$ cat config.mk
export PLATFORM = sky130hd
export DESIGN_NAME = brk_unit
export DESIGN_NICKNAME = d
export VERILOG_FILES = /design/src/rtl/brk_pkg.sv /design/src/rtl/brk_cfg_regs.sv /design/src/rtl/brk_channel.sv /design/src/rtl/brk_seq.sv /design/src/rtl/brk_unit.sv
export SDC_FILE = /design/constraint.sdc
export NUM_CORES = 1
export LEC_CHECK = 0
export ABC_AREA = 1
export BUFFER_PORTS_ARGS = -buffer_cell sky130_fd_sc_hd__buf_2
export CAP_MARGIN = 20
export CORE_ASPECT_RATIO = 1.4
export CORE_MARGIN = 5
export CORE_UTILIZATION = 35
export CTS_BUF_LIST = sky130_fd_sc_hd__clkbuf_2
export DETAILED_ROUTE_END_ITERATION = 10
export MAX_ROUTING_LAYER = met4
export SLEW_MARGIN = 40
export SYNTH_ARGS = -nofsm -noshare
export SYNTH_HDL_FRONTEND = slang
export SYNTH_SLANG_ARGS = --single-unit
export TNS_END_PERCENT = 1
$ cat constraint.sdc
create_clock -name clk -period 3.45 [get_ports clk]
set_input_delay 0.5175 -clock clk [delete_from_list [all_inputs] [get_ports clk]]
set_output_delay 0.5175 -clock clk [all_outputs]
set_load 0.02 [all_outputs]
$ cat src/rtl/brk_pkg.sv
package brk_pkg;

  localparam int NCH    = 2;
  localparam int ASID_W = 8;
  localparam int CFG_W  = 32;
  localparam int RA_W   = 4;

  typedef enum logic [RA_W-1:0] {
    RG_A_ADDR  = 4'd0,
    RG_A_MASK  = 4'd1,
    RG_A_CTRL  = 4'd2,
    RG_B_ADDR  = 4'd3,
    RG_B_MASK  = 4'd4,
    RG_B_CTRL  = 4'd5,
    RG_B_DATA  = 4'd6,
    RG_B_DMASK = 4'd7,
    RG_MODE    = 4'd8
  } brk_reg_e;

  localparam int REGS_PER_CH = 3;

  typedef struct packed {
    logic [ASID_W-1:0] asid;     // 31:24
    logic [13:0]       rsv;      // 23:10
    logic              data_en;  // 9
    logic              asid_en;  // 8
    logic              after;    // 7
    logic [2:0]        size;     // 6:4
    logic              en_wr;    // 3
    logic              en_rd;    // 2
    logic              en_data;  // 1
    logic              en_fetch; // 0
  } brk_ctrl_t;

  localparam int MODE_SEQ_BIT  = 0;
  localparam int MODE_KEEP_LSB = 1;

  function automatic logic size_ok(input logic [2:0] sel, input logic [1:0] sz);
    return (sel == 3'd0) || (sel == ({1'b0, sz} + 3'd1));
  endfunction

endpackage

$ cat src/rtl/brk_cfg_regs.sv
module brk_cfg_regs
  import brk_pkg::*;
#(
  parameter int AW = 32,
  parameter int DW = 32
) (
  input  logic                      clk,
  input  logic                      rst,
  input  logic                      we,
  input  logic [RA_W-1:0]           waddr,
  input  logic [CFG_W-1:0]          wdata,
  input  logic [NCH-1:0]            hit,
  output logic [NCH-1:0][AW-1:0]    cmp_addr,
  output logic [NCH-1:0][AW-1:0]    cmp_mask,
  output brk_ctrl_t [NCH-1:0]       ctrl,
  output logic [DW-1:0]             dval,
  output logic [DW-1:0]             dmask,
  output logic                      seq_mode,
  output logic [NCH-1:0]            stat,
  output logic [NCH-1:0]            ctrl_wr,
  output logic                      arm_clr
);

  logic mode_we;
  assign mode_we = we && (waddr == RG_MODE);

  for (genvar ch = 0; ch < NCH; ch++) begin : g_ch
    localparam logic [RA_W-1:0] BASE = RA_W'(ch * REGS_PER_CH);
    logic wr_addr, wr_mask, wr_ctrl;
    assign wr_addr = we && (waddr == BASE);
    assign wr_mask = we && (waddr == BASE + 4'd1);
    assign wr_ctrl = we && (waddr == BASE + 4'd2);
    assign ctrl_wr[ch] = wr_ctrl;

    always_ff @(posedge clk) begin
      if (rst) begin
        cmp_addr[ch] <= '0;
        cmp_mask[ch] <= '0;
        ctrl[ch]     <= '0;
        stat[ch]     <= 1'b0;
      end else begin
        if (wr_addr) cmp_addr[ch] <= wdata[AW-1:0];
        if (wr_mask) cmp_mask[ch] <= wdata[AW-1:0];
        if (wr_ctrl) ctrl[ch]     <= brk_ctrl_t'(wdata);
        if (hit[ch])
          stat[ch] <= 1'b1;
        else if (mode_we && !wdata[MODE_KEEP_LSB + ch])
          stat[ch] <= 1'b0;
      end
    end
  end

  always_ff @(posedge clk) begin
    if (rst) begin
      dval     <= '0;
      dmask    <= '0;
      seq_mode <= 1'b0;
    end else begin
      if (we && waddr == RG_B_DATA)  dval  <= wdata[DW-1:0];
      if (we && waddr == RG_B_DMASK) dmask <= wdata[DW-1:0];
      if (mode_we) seq_mode <= wdata[MODE_SEQ_BIT];
    end
  end

  assign arm_clr = mode_we || (|ctrl_wr);

endmodule

$ cat src/rtl/brk_channel.sv
module brk_channel
  import brk_pkg::*;
#(
  parameter int AW       = 32,
  parameter int DW       = 32,
  parameter bit HAS_DATA = 1'b0
) (
  input  logic              bus_valid,
  input  logic              bus_ifetch,
  input  logic              bus_write,
  input  logic [1:0]        bus_size,
  input  logic [AW-1:0]     bus_addr,
  input  logic [DW-1:0]     bus_data,
  input  logic [ASID_W-1:0] bus_asid,
  input  logic [AW-1:0]     cmp_addr,
  input  logic [AW-1:0]     cmp_mask,
  input  brk_ctrl_t         ctrl,
  input  logic [DW-1:0]     dval,
  input  logic [DW-1:0]     dmask,
  output logic              hit,
  output logic              imm,
  output logic              defer,
  output logic              bef
);

  logic kind_ok, addr_ok, asid_ok, sz_ok, data_ok;

  assign kind_ok = bus_ifetch ? ctrl.en_fetch
                              : (ctrl.en_data && (bus_write ? ctrl.en_wr : ctrl.en_rd));
  assign addr_ok = ((bus_addr ^ cmp_addr) & ~cmp_mask) == '0;
  assign asid_ok = !ctrl.asid_en || (bus_asid == ctrl.asid);
  assign sz_ok   = size_ok(ctrl.size, bus_size);

  if (HAS_DATA) begin : g_data
    assign data_ok = !ctrl.data_en || (((bus_data ^ dval) & ~dmask) == '0);
  end else begin : g_nodata
    logic unused_data;
    assign unused_data = ^{dval, dmask, bus_data, ctrl.data_en};
    assign data_ok = 1'b1;
  end

  logic unused_rsv;
  assign unused_rsv = ^ctrl.rsv;

  assign hit   = bus_valid && kind_ok && addr_ok && asid_ok && sz_ok && data_ok;
  assign defer = hit && bus_ifetch && ctrl.after;
  assign bef   = hit && bus_ifetch && !ctrl.after;
  assign imm   = hit && !defer;

endmodule

$ cat src/rtl/brk_seq.sv
module brk_seq #(
  parameter int NCH = 2
) (
  input  logic           clk,
  input  logic           rst,
  input  logic           seq_mode,
  input  logic           arm_clr,
  input  logic [NCH-1:0] ctrl_wr,
  input  logic           ret_valid,
  input  logic [NCH-1:0] imm,
  input  logic [NCH-1:0] defer,
  input  logic [NCH-1:0] bef,
  output logic           brk_req,
  output logic           brk_before,
  output logic           armed
);

  logic [NCH-1:0] pend_q, fire;
  logic           raise, raise_bef;

  for (genvar ch = 0; ch < NCH; ch++) begin : g_pend
    assign fire[ch] = imm[ch] || (pend_q[ch] && ret_valid);
    always_ff @(posedge clk) begin
      if (rst)                          pend_q[ch] <= 1'b0;
      else if (defer[ch])               pend_q[ch] <= 1'b1;
      else if (ret_valid || ctrl_wr[ch]) pend_q[ch] <= 1'b0;
    end
  end

  assign raise     = seq_mode ? (fire[NCH-1] && armed) : (|fire);
  assign raise_bef = seq_mode ? (bef[NCH-1] && armed)  : (|bef);

  always_ff @(posedge clk) begin
    if (rst) begin
      armed      <= 1'b0;
      brk_req    <= 1'b0;
      brk_before <= 1'b0;
    end else begin
      brk_req    <= raise;
      brk_before <= raise_bef;
      if (arm_clr || raise)       armed <= 1'b0;
      else if (seq_mode && fire[0]) armed <= 1'b1;
    end
  end

endmodule

$ cat src/rtl/brk_unit.sv
module brk_unit
  import brk_pkg::*;
#(
  parameter int AW = 32,
  parameter int DW = 32
) (
  input  logic              clk,
  input  logic              rst,
  input  logic              cfg_we,
  input  logic [RA_W-1:0]   cfg_addr,
  input  logic [CFG_W-1:0]  cfg_wdata,
  input  logic              bus_valid,
  input  logic              bus_ifetch,
  input  logic              bus_write,
  input  logic [1:0]        bus_size,
  input  logic [AW-1:0]     bus_addr,
  input  logic [DW-1:0]     bus_data,
  input  logic [ASID_W-1:0] bus_asid,
  input  logic              ret_valid,
  output logic              brk_req,
  output logic              brk_before,
  output logic              stat_a,
  output logic              stat_b
);

  logic [NCH-1:0][AW-1:0] cmp_addr, cmp_mask;
  brk_ctrl_t [NCH-1:0]    ctrl;
  logic [DW-1:0]          dval, dmask;
  logic                   seq_mode, arm_clr, armed;
  logic [NCH-1:0]         stat, ctrl_wr, hit, imm, defer, bef;

  brk_cfg_regs #(.AW(AW), .DW(DW)) u_regs (
    .clk(clk), .rst(rst), .we(cfg_we), .waddr(cfg_addr), .wdata(cfg_wdata),
    .hit(hit), .cmp_addr(cmp_addr), .cmp_mask(cmp_mask), .ctrl(ctrl),
    .dval(dval), .dmask(dmask), .seq_mode(seq_mode), .stat(stat),
    .ctrl_wr(ctrl_wr), .arm_clr(arm_clr)
  );

  for (genvar ch = 0; ch < NCH; ch++) begin : g_chan
    localparam bit LAST = (ch == NCH - 1);
    brk_channel #(.AW(AW), .DW(DW), .HAS_DATA(LAST)) u_ch (
      .bus_valid(bus_valid), .bus_ifetch(bus_ifetch), .bus_write(bus_write),
      .bus_size(bus_size), .bus_addr(bus_addr), .bus_data(bus_data),
      .bus_asid(bus_asid), .cmp_addr(cmp_addr[ch]), .cmp_mask(cmp_mask[ch]),
      .ctrl(ctrl[ch]), .dval(LAST ? dval : '0), .dmask(LAST ? dmask : '0),
      .hit(hit[ch]), .imm(imm[ch]), .defer(defer[ch]), .bef(bef[ch])
    );
  end

  brk_seq #(.NCH(NCH)) u_seq (
    .clk(clk), .rst(rst), .seq_mode(seq_mode), .arm_clr(arm_clr),
    .ctrl_wr(ctrl_wr), .ret_valid(ret_valid), .imm(imm), .defer(defer),
    .bef(bef), .brk_req(brk_req), .brk_before(brk_before), .armed(armed)
  );

  assign stat_a = stat[0];
  assign stat_b = stat[1];

endmodule

Word level (Yosys, flattened, before mapping)
Cells that the tools add are included.
{"block": "classes", "n_addsub": 1, "eq_ne": 12, "mux": 14, "bitwise_logic": 9, "reduce_logical": 69}
{"op": "32-bit bitwise AND", "n": 3}
{"op": "32-bit zero test", "n": 3}
{"op": "32-bit inverter", "n": 3}
{"op": "32-bit bitwise XOR", "n": 3}
{"op": "1-bit logical AND", "n": 35}
{"op": "4-bit by 3-bit == test with 1-bit output, second input constant", "n": 4}
{"op": "8-bit == test", "n": 2}
{"op": "1-bit two-way mux", "n": 14}
{"op": "1-bit logical OR", "n": 11}
{"op": "1-bit zero test", "n": 9}
{"op": "4-bit by 2-bit == test with 1-bit output, second input constant", "n": 2}
{"op": "2-bit nonzero test", "n": 4}
{"op": "2-bit OR reduction", "n": 4}
{"op": "3-bit == test", "n": 2}
{"op": "3-bit zero test", "n": 2}
{"op": "4-bit by 1-bit == test with 1-bit output, second input constant", "n": 1}
{"op": "4-bit == test, second input constant", "n": 1}
{"op": "4-bit zero test", "n": 1}
{"op": "2-bit by 1-bit adder with 3-bit output, second input constant", "n": 1}
{"block": "word_totals", "regBits": 235, "input_bits": 117, "output_inout_bits": 4, "word_cells": 136}

Longest topological paths before layout
{"block": "logic_depth", "word_depth": 17, "depth_mapped": 15, "mapped_depth_nobuf": 15}

Hierarchy
From an unflattened synthesis, not the netlist that was laid out.
{"block": "hier_totals", "hier_cells": 1946, "hier_area_um2": 12585.8}
{"mod": "brk_cfg_regs", "instances": 1, "cells_per_inst": 1260, "area_each_um2": 9507.9, "seq_area_each_um2": 5185.0}
{"mod": "brk_channel at g_chan[1].u_ch", "instances": 1, "cells_per_inst": 401, "area_each_um2": 1766.7, "seq_area_each_um2": 0.0}
{"mod": "brk_channel at g_chan[0].u_ch", "instances": 1, "cells_per_inst": 252, "area_each_um2": 1081.0, "seq_area_each_um2": 0.0}
{"mod": "brk_seq", "instances": 1, "cells_per_inst": 32, "area_each_um2": 226.5, "seq_area_each_um2": 100.1}
{"mod": "brk_unit", "instances": 1, "cells_per_inst": 1, "area_each_um2": 3.8, "seq_area_each_um2": 0.0}

Worst setup path before layout
Ideal clock, no wire load.
{"block": "synth_timing", "path_type": "input to register", "from": "input port bus_size[0]", "to": "register u_seq.armed", "setup_time_ns": 0.116, "arrival_ns": 1.653, "required_time_ns": 3.334, "slack_ns": 1.680, "path_stages": 9, "path_buffers": 0, "cell_sequence": "ha_1 -> xnor2_1 -> nand3_1 -> a21oi_2 -> nand3_2 -> nor2_4 -> o211ai_2 -> nand3_1 -> a21oi_1"}
{"block": "synth_between", "elab_chain_cells": 14, "word_cells_on_any_way": 24, "cone_classes": "add/sub: 1; eq/ne: 2; mux: 1; reduce/logical: 20"}
{"item": "start: declaration", "line": "brk_unit.sv:15", "source": "input logic [1:0] bus_size,"}
{"item": "2-bit by 1-bit adder with 3-bit output *", "line": "brk_pkg.sv:39", "source": "return (sel == 3'd0) || (sel == ({1'b0, sz} + 3'd1));"}
{"item": "3-bit == test", "line": "brk_pkg.sv:39"}
{"item": "1-bit logical OR", "line": "brk_pkg.sv:39"}
{"item": "1-bit logical AND (2 in series)", "line": "brk_channel.sv:45", "source": "assign hit = bus_valid && kind_ok && addr_ok && asid_ok && sz_ok && data_ok;"}
{"item": "1-bit logical AND (2 in series)", "line": "brk_channel.sv:46", "source": "assign defer = hit && bus_ifetch && ctrl.after;"}
{"item": "1-bit zero test", "line": "brk_channel.sv:48", "source": "assign imm = hit && !defer;"}
{"item": "1-bit logical AND", "line": "brk_channel.sv:48"}
{"item": "1-bit logical OR", "line": "brk_seq.sv:22", "source": "assign fire[ch] = imm[ch] || (pend_q[ch] && ret_valid);"}
{"item": "2-bit OR reduction / 1-bit logical AND (equally long branches)", "line": "brk_seq.sv:30", "source": "assign raise = seq_mode ? (fire[NCH-1] && armed) : (|fire);"}
{"item": "1-bit two-way mux", "line": "brk_seq.sv:30"}
{"item": "1-bit logical OR", "line": "brk_seq.sv:41", "source": "if (arm_clr || raise) armed <= 1'b0;"}
{"item": "2-bit OR reduction (no source line)"}
{"item": "end signal: assignment", "line": "brk_seq.sv:35", "source": "armed <= 1'b0;"}
{"item": "end signal: assignment", "line": "brk_seq.sv:41"}
{"item": "end signal: assignment", "line": "brk_seq.sv:42", "source": "else if (seq_mode && fire[0]) armed <= 1'b1;"}
{"item": "end: declaration", "line": "brk_seq.sv:15", "source": "output logic armed"}
Mark *: on every way between the ends. The rest lies on a longest branch, timed or not.
A chain may end at the register's enable or synchronous reset.

Worst setup path after layout
{"block": "layout_timing", "from": "register u_regs.dval[29]", "to": "register u_seq.pend_q[1]"}
{"block": "layout_between", "elab_chain_cells": 8, "word_cells_on_any_way": 9, "cone_classes": "mux: 1; bitwise: 2; reduce/logical: 6"}
{"item": "start: declaration", "line": "brk_cfg_regs.sv:16", "source": "output logic [DW-1:0] dval,"}
{"item": "start signal: assignment", "line": "brk_cfg_regs.sv:59", "source": "if (we && waddr == RG_B_DATA) dval <= wdata[DW-1:0];"}
{"item": "32-bit bitwise XOR *", "line": "brk_channel.sv:35", "source": "assign data_ok = !ctrl.data_en || (((bus_data ^ dval) & ~dmask) == '0);"}
{"item": "32-bit bitwise AND *", "line": "brk_channel.sv:35"}
{"item": "32-bit zero test *", "line": "brk_channel.sv:35"}
{"item": "1-bit logical OR *", "line": "brk_channel.sv:35"}
{"item": "1-bit logical AND *", "line": "brk_channel.sv:45"}
{"item": "1-bit logical AND * (2 in series)", "line": "brk_channel.sv:46"}
{"item": "1-bit two-way mux / 2-bit nonzero test (equally long branches)"}
{"item": "end signal: indexed assignment", "line": "brk_seq.sv:24", "source": "if (rst) pend_q[ch] <= 1'b0;"}
{"item": "end signal: indexed assignment", "line": "brk_seq.sv:25", "source": "else if (defer[ch]) pend_q[ch] <= 1'b1;"}
{"item": "end signal: indexed assignment", "line": "brk_seq.sv:26", "source": "else if (ret_valid || ctrl_wr[ch]) pend_q[ch] <= 1'b0;"}
{"item": "end: declaration", "line": "brk_seq.sv:18", "source": "logic [NCH-1:0] pend_q, fire;"}
Marked as above.

==> results.json <==
{
  "synth.top_cell.area_share": 0.449,
  "clk_latency_ns": 0.87,
  "ys.flop_type": "dfxtp_1",
  "max_cap_viol_count": 0,
  "drive_gt1_frac": 0.157,
  "critical_path.top_delay_family": "simple AND/OR/NAND/NOR gates",
  "min_period_ns": 2.22,
  "gr-usage-met3": 0.0315,
  "cp-end-kind": "flop",
  "synthCells": 1545,
  "antenna_found_initial": 5,
  "critPathMostFrequentCell": "nand2_1",
  "slowest_delay_ns": 0.55,
  "drc_errors": 0,
  "synth.distinct_cells": 28,
  "cp.arrival_ns": 3.01,
  "fin_tns_setup_ns": 0,
  "yosysWarningCount": 0,
  "die_area_um2": 33500,
  "status": "finished clean",
  "syn_avg_cell_area_um2": 6.78,
  "cts_buffers": 55,
  "gp_congestion": 0.866,
  "ctsResizeCount": 0,
  "tritoncts": "built",
  "grt_pass1_wl_um": 52100,
  "hold_viol": 0,
  "fmax_ghz": 0.451,
  "cts_sinks": 235,
  "layout.nets": 1816,
  "grt_pass1_vias": 9558,
  "whs_path_depth": 3,
  "ys_top_cells_by_count": "nor2_1 (360), dfxtp_1 (235), nand2_1 (224)",
  "layout_setup_ws_ns": 1.23,
  "syn-num-nets": 1663,
  "maxSlewViolCount": 0,
  "num_rows": 75,
  "r2r_cells": 10,
  "num_io_pins": 121,
  "crit_start": "u_regs.dval[29]",
  "h-tree-depth": 2,
  "synth_most_common_cell": "nor2_1",
  "clkTransAtPathRegs_ns": 0.11,
  "port_buffers": 120,
  "p_leak_nw": 5.32,
  "yosys-top-cells-area": "dfxtp_1 (45%), nor2_1 (13%), nand2_1 (8.0%)",
  "path_max_fanout": 4,
  "grt_setup_unrepaired": "no",
  "crit_slowest_cell": "dlygate4sd3_1",
  "area_delta_synth_final_pct": 16.5,
  "use_met2": 0.342,
  "drtIter0Drc": 642,
  "dp_hpwl_um": 23000,
  "start_kind": "flop",
  "clockBufferDepth": 3,
  "wl_per_cell_um": 15.7,
  "synth_edf_count": 0,
  "dr.pass1.iters": 6,
  "busiest_layer": "met2",
  "core_area_um2": 29700,
  "vias_per_cell": 4.76,
  "die_w_um": 156,
  "yosys.area.top_type": "dfxtp_1",
  "routed_wl_um": 33400,
  "p_clk_frac": 0.334,
  "grt_max_degree": 85,
  "worstPathRequired_ns": 4.25,
  "die_y_um": 215,
  "synth-seq-cells": 235,
  "dpl_worst_slack_ns": 1.23,
  "ant_nets": 0,
  "power.density_nw_per_um2": 415,
  "seqPwrFrac": 0.553,
  "cp.buffers_inverters": 1,
  "start_util": 0.352,
  "instances_no_fill": 2123,
  "async_reset_ff_frac": 0,
  "internal_power_mw": 3.57,
  "combPwrFrac": 0.112,
  "skew_ns": 0.0586,
  "yosysSeqAreaShare": 0.449,
  "syn-cell-area_um2": 10500,
  "setup_viol": 0,
  "grtUsageTotal": 0.202,
  "vias": 10100,
  "power_switching_mw": 1.49,
  "gr-usage-met1": 0.245,
  "worst_pin_slew_ns": 0.812,
  "hp-start": "cfg_wdata[4]",
  "ir_worst_vdd_mv": 0.200,
  "swShare": 0.295,
  "crit_chain": "o21ai_0 > nand2_1 > nor2_1 > nand2_1 > nor2_1 > nand2_1 > nand2_2 > nand4_1 > a21oi_1 > dlygate4sd3_1",
  "dpl.cell_count": 1991,
  "crit_cells": 10,
  "overflow": 0,
  "min_path_type": "in -> reg",
  "clock-root-buffer": "clkbuf_2",
  "worst_r2r_startpoint": "u_regs.dval[29]",
  "fin_crit_sh": 0.643,
  "crit_type": "reg -> reg",
  "slew_headroom": 0.459
}
[routing by layer]
layer,share of wire,wire (um)
met1,0.43,14300
met2,0.50,16700
met3,0.046,1530
met4,0.025,851
met5,0,0
[worst min-delay path: cells and delay by family]
kind,cells,cell delay (ns)
AND/OR/NAND/NOR,2,0.18
buffers and inverters,1,0.20
[path summary, 6_finish.rpt]
| path | end | slack (ns) |
|---|---|---|
| setup reg to reg | u_seq.pend_q[1] | 1.23 |
| hold / removal | u_regs.ctrl[36] | 0.09 |
| setup / recovery | u_seq.pend_q[1] | 1.23 |
| hold reg to reg | u_regs.cmp_mask[19] | 0.45 |
[power groups by stage]
stage	Sequential, mW	Clock [mW]	Combinational (mW)
floorplan	2.86	0	0.297
global placement	2.86	0	0.535
detailed placement	2.86	0	0.541
CTS	2.80	1.76	0.573
global route	2.81	1.89	0.638
finish	2.80	1.69	0.569
[metrics by stage]
stage | utilization | hold WS (ns) | total power, mW | cell area (um2)
2_1_floorplan | - | 0.423 | 3.15 | 10500
3_3_place_gp | 0.383 | 0.429 | 3.39 | 11400
3_5_place_dp | 0.383 | 0.434 | 3.40 | 11400
4_1_cts | 0.410 | 0.00649 | 5.13 | 12200
5_1_grt | 0.410 | 0.0516 | 5.33 | 12200
6_report | 0.410 | 0.0915 | 5.06 | 12200
[layout by cell type, fill, tap and decap left out, types with 2 or more instances in the layout]
master / Yosys / routed
buf_4: 0 / 9
nand3b_1: 13 / 13
nand3_1: 32 / 31
nor2_4: 4 / 4
inv_4: 0 / 3
nand3_2: 2 / 3
clkinv_1: 0 / 15
inv_1: 103 / 103
nand2_1: 224 / 224
clkbuf_2: 0 / 77
nand4_1: 11 / 11
nor3_1: 4 / 4
nor2_1: 360 / 360
nor2_2: 4 / 4
o21ai_1: 158 / 158
a21oi_1: 139 / 139
buf_2: 17 / 120
xnor2_1: 16 / 16
dlygate4sd3_1: 0 / 35
dfxtp_1: 235 / 235
o21ai_0: 108 / 108
buf_12: 0 / 2
diode_2: 0 / 4
xor2_1: 5 / 5
inv_2: 49 / 47
[flip-flops by register name, indices dropped and copies added (netlist names)]
name / flops
u_regs.cmp_addr: 64
u_regs.cmp_mask: 64
u_regs.ctrl: 35
u_regs.dmask: 32
u_regs.dval: 32
u_regs.seq_mode: 1
u_regs.stat: 2
u_seq.armed: 1
u_seq.brk_before: 1
u_seq.brk_req: 1
u_seq.pend_q: 2
[kinds of logic (layout without fill, tap and decap cells)]
group / count (synthesis) / count (layout) / synth area share
buffers and inverters: 222 / 411 / 0.0816
xor gates and xnor gates: 21 / 21 / 0.0176
AOI/OAI and AO/OA: 409 / 409 / 0.197
adders and majority gates: 1 / 1 / 0.00119
and+or+nand+nor: 657 / 657 / 0.253
other: 0 / 4 / 0
DFF: 235 / 235 / 0.449
[timing repair]
| item | in CTS | in global routing |
|---|---|---|
| setup buffers | 0 | 0 |
| endpoints found under the hold margin | 130 | 0 |
| hold buffers | 35 | 0 |
| setup endpoints to repair | 0 | 0 |
[final cells by class]
cell class                 instances  area, um2
antenna                            4       10.0
clock buffer                      77        385
clock inverter                    16       60.1
fill                            3122      17600
inverter                         152        578
multi-input combinational       1088       4920
sequential                       235       4700
tap                              385        482
timing repair buffer             166       1060
Power figures use the tool's default switching activity.
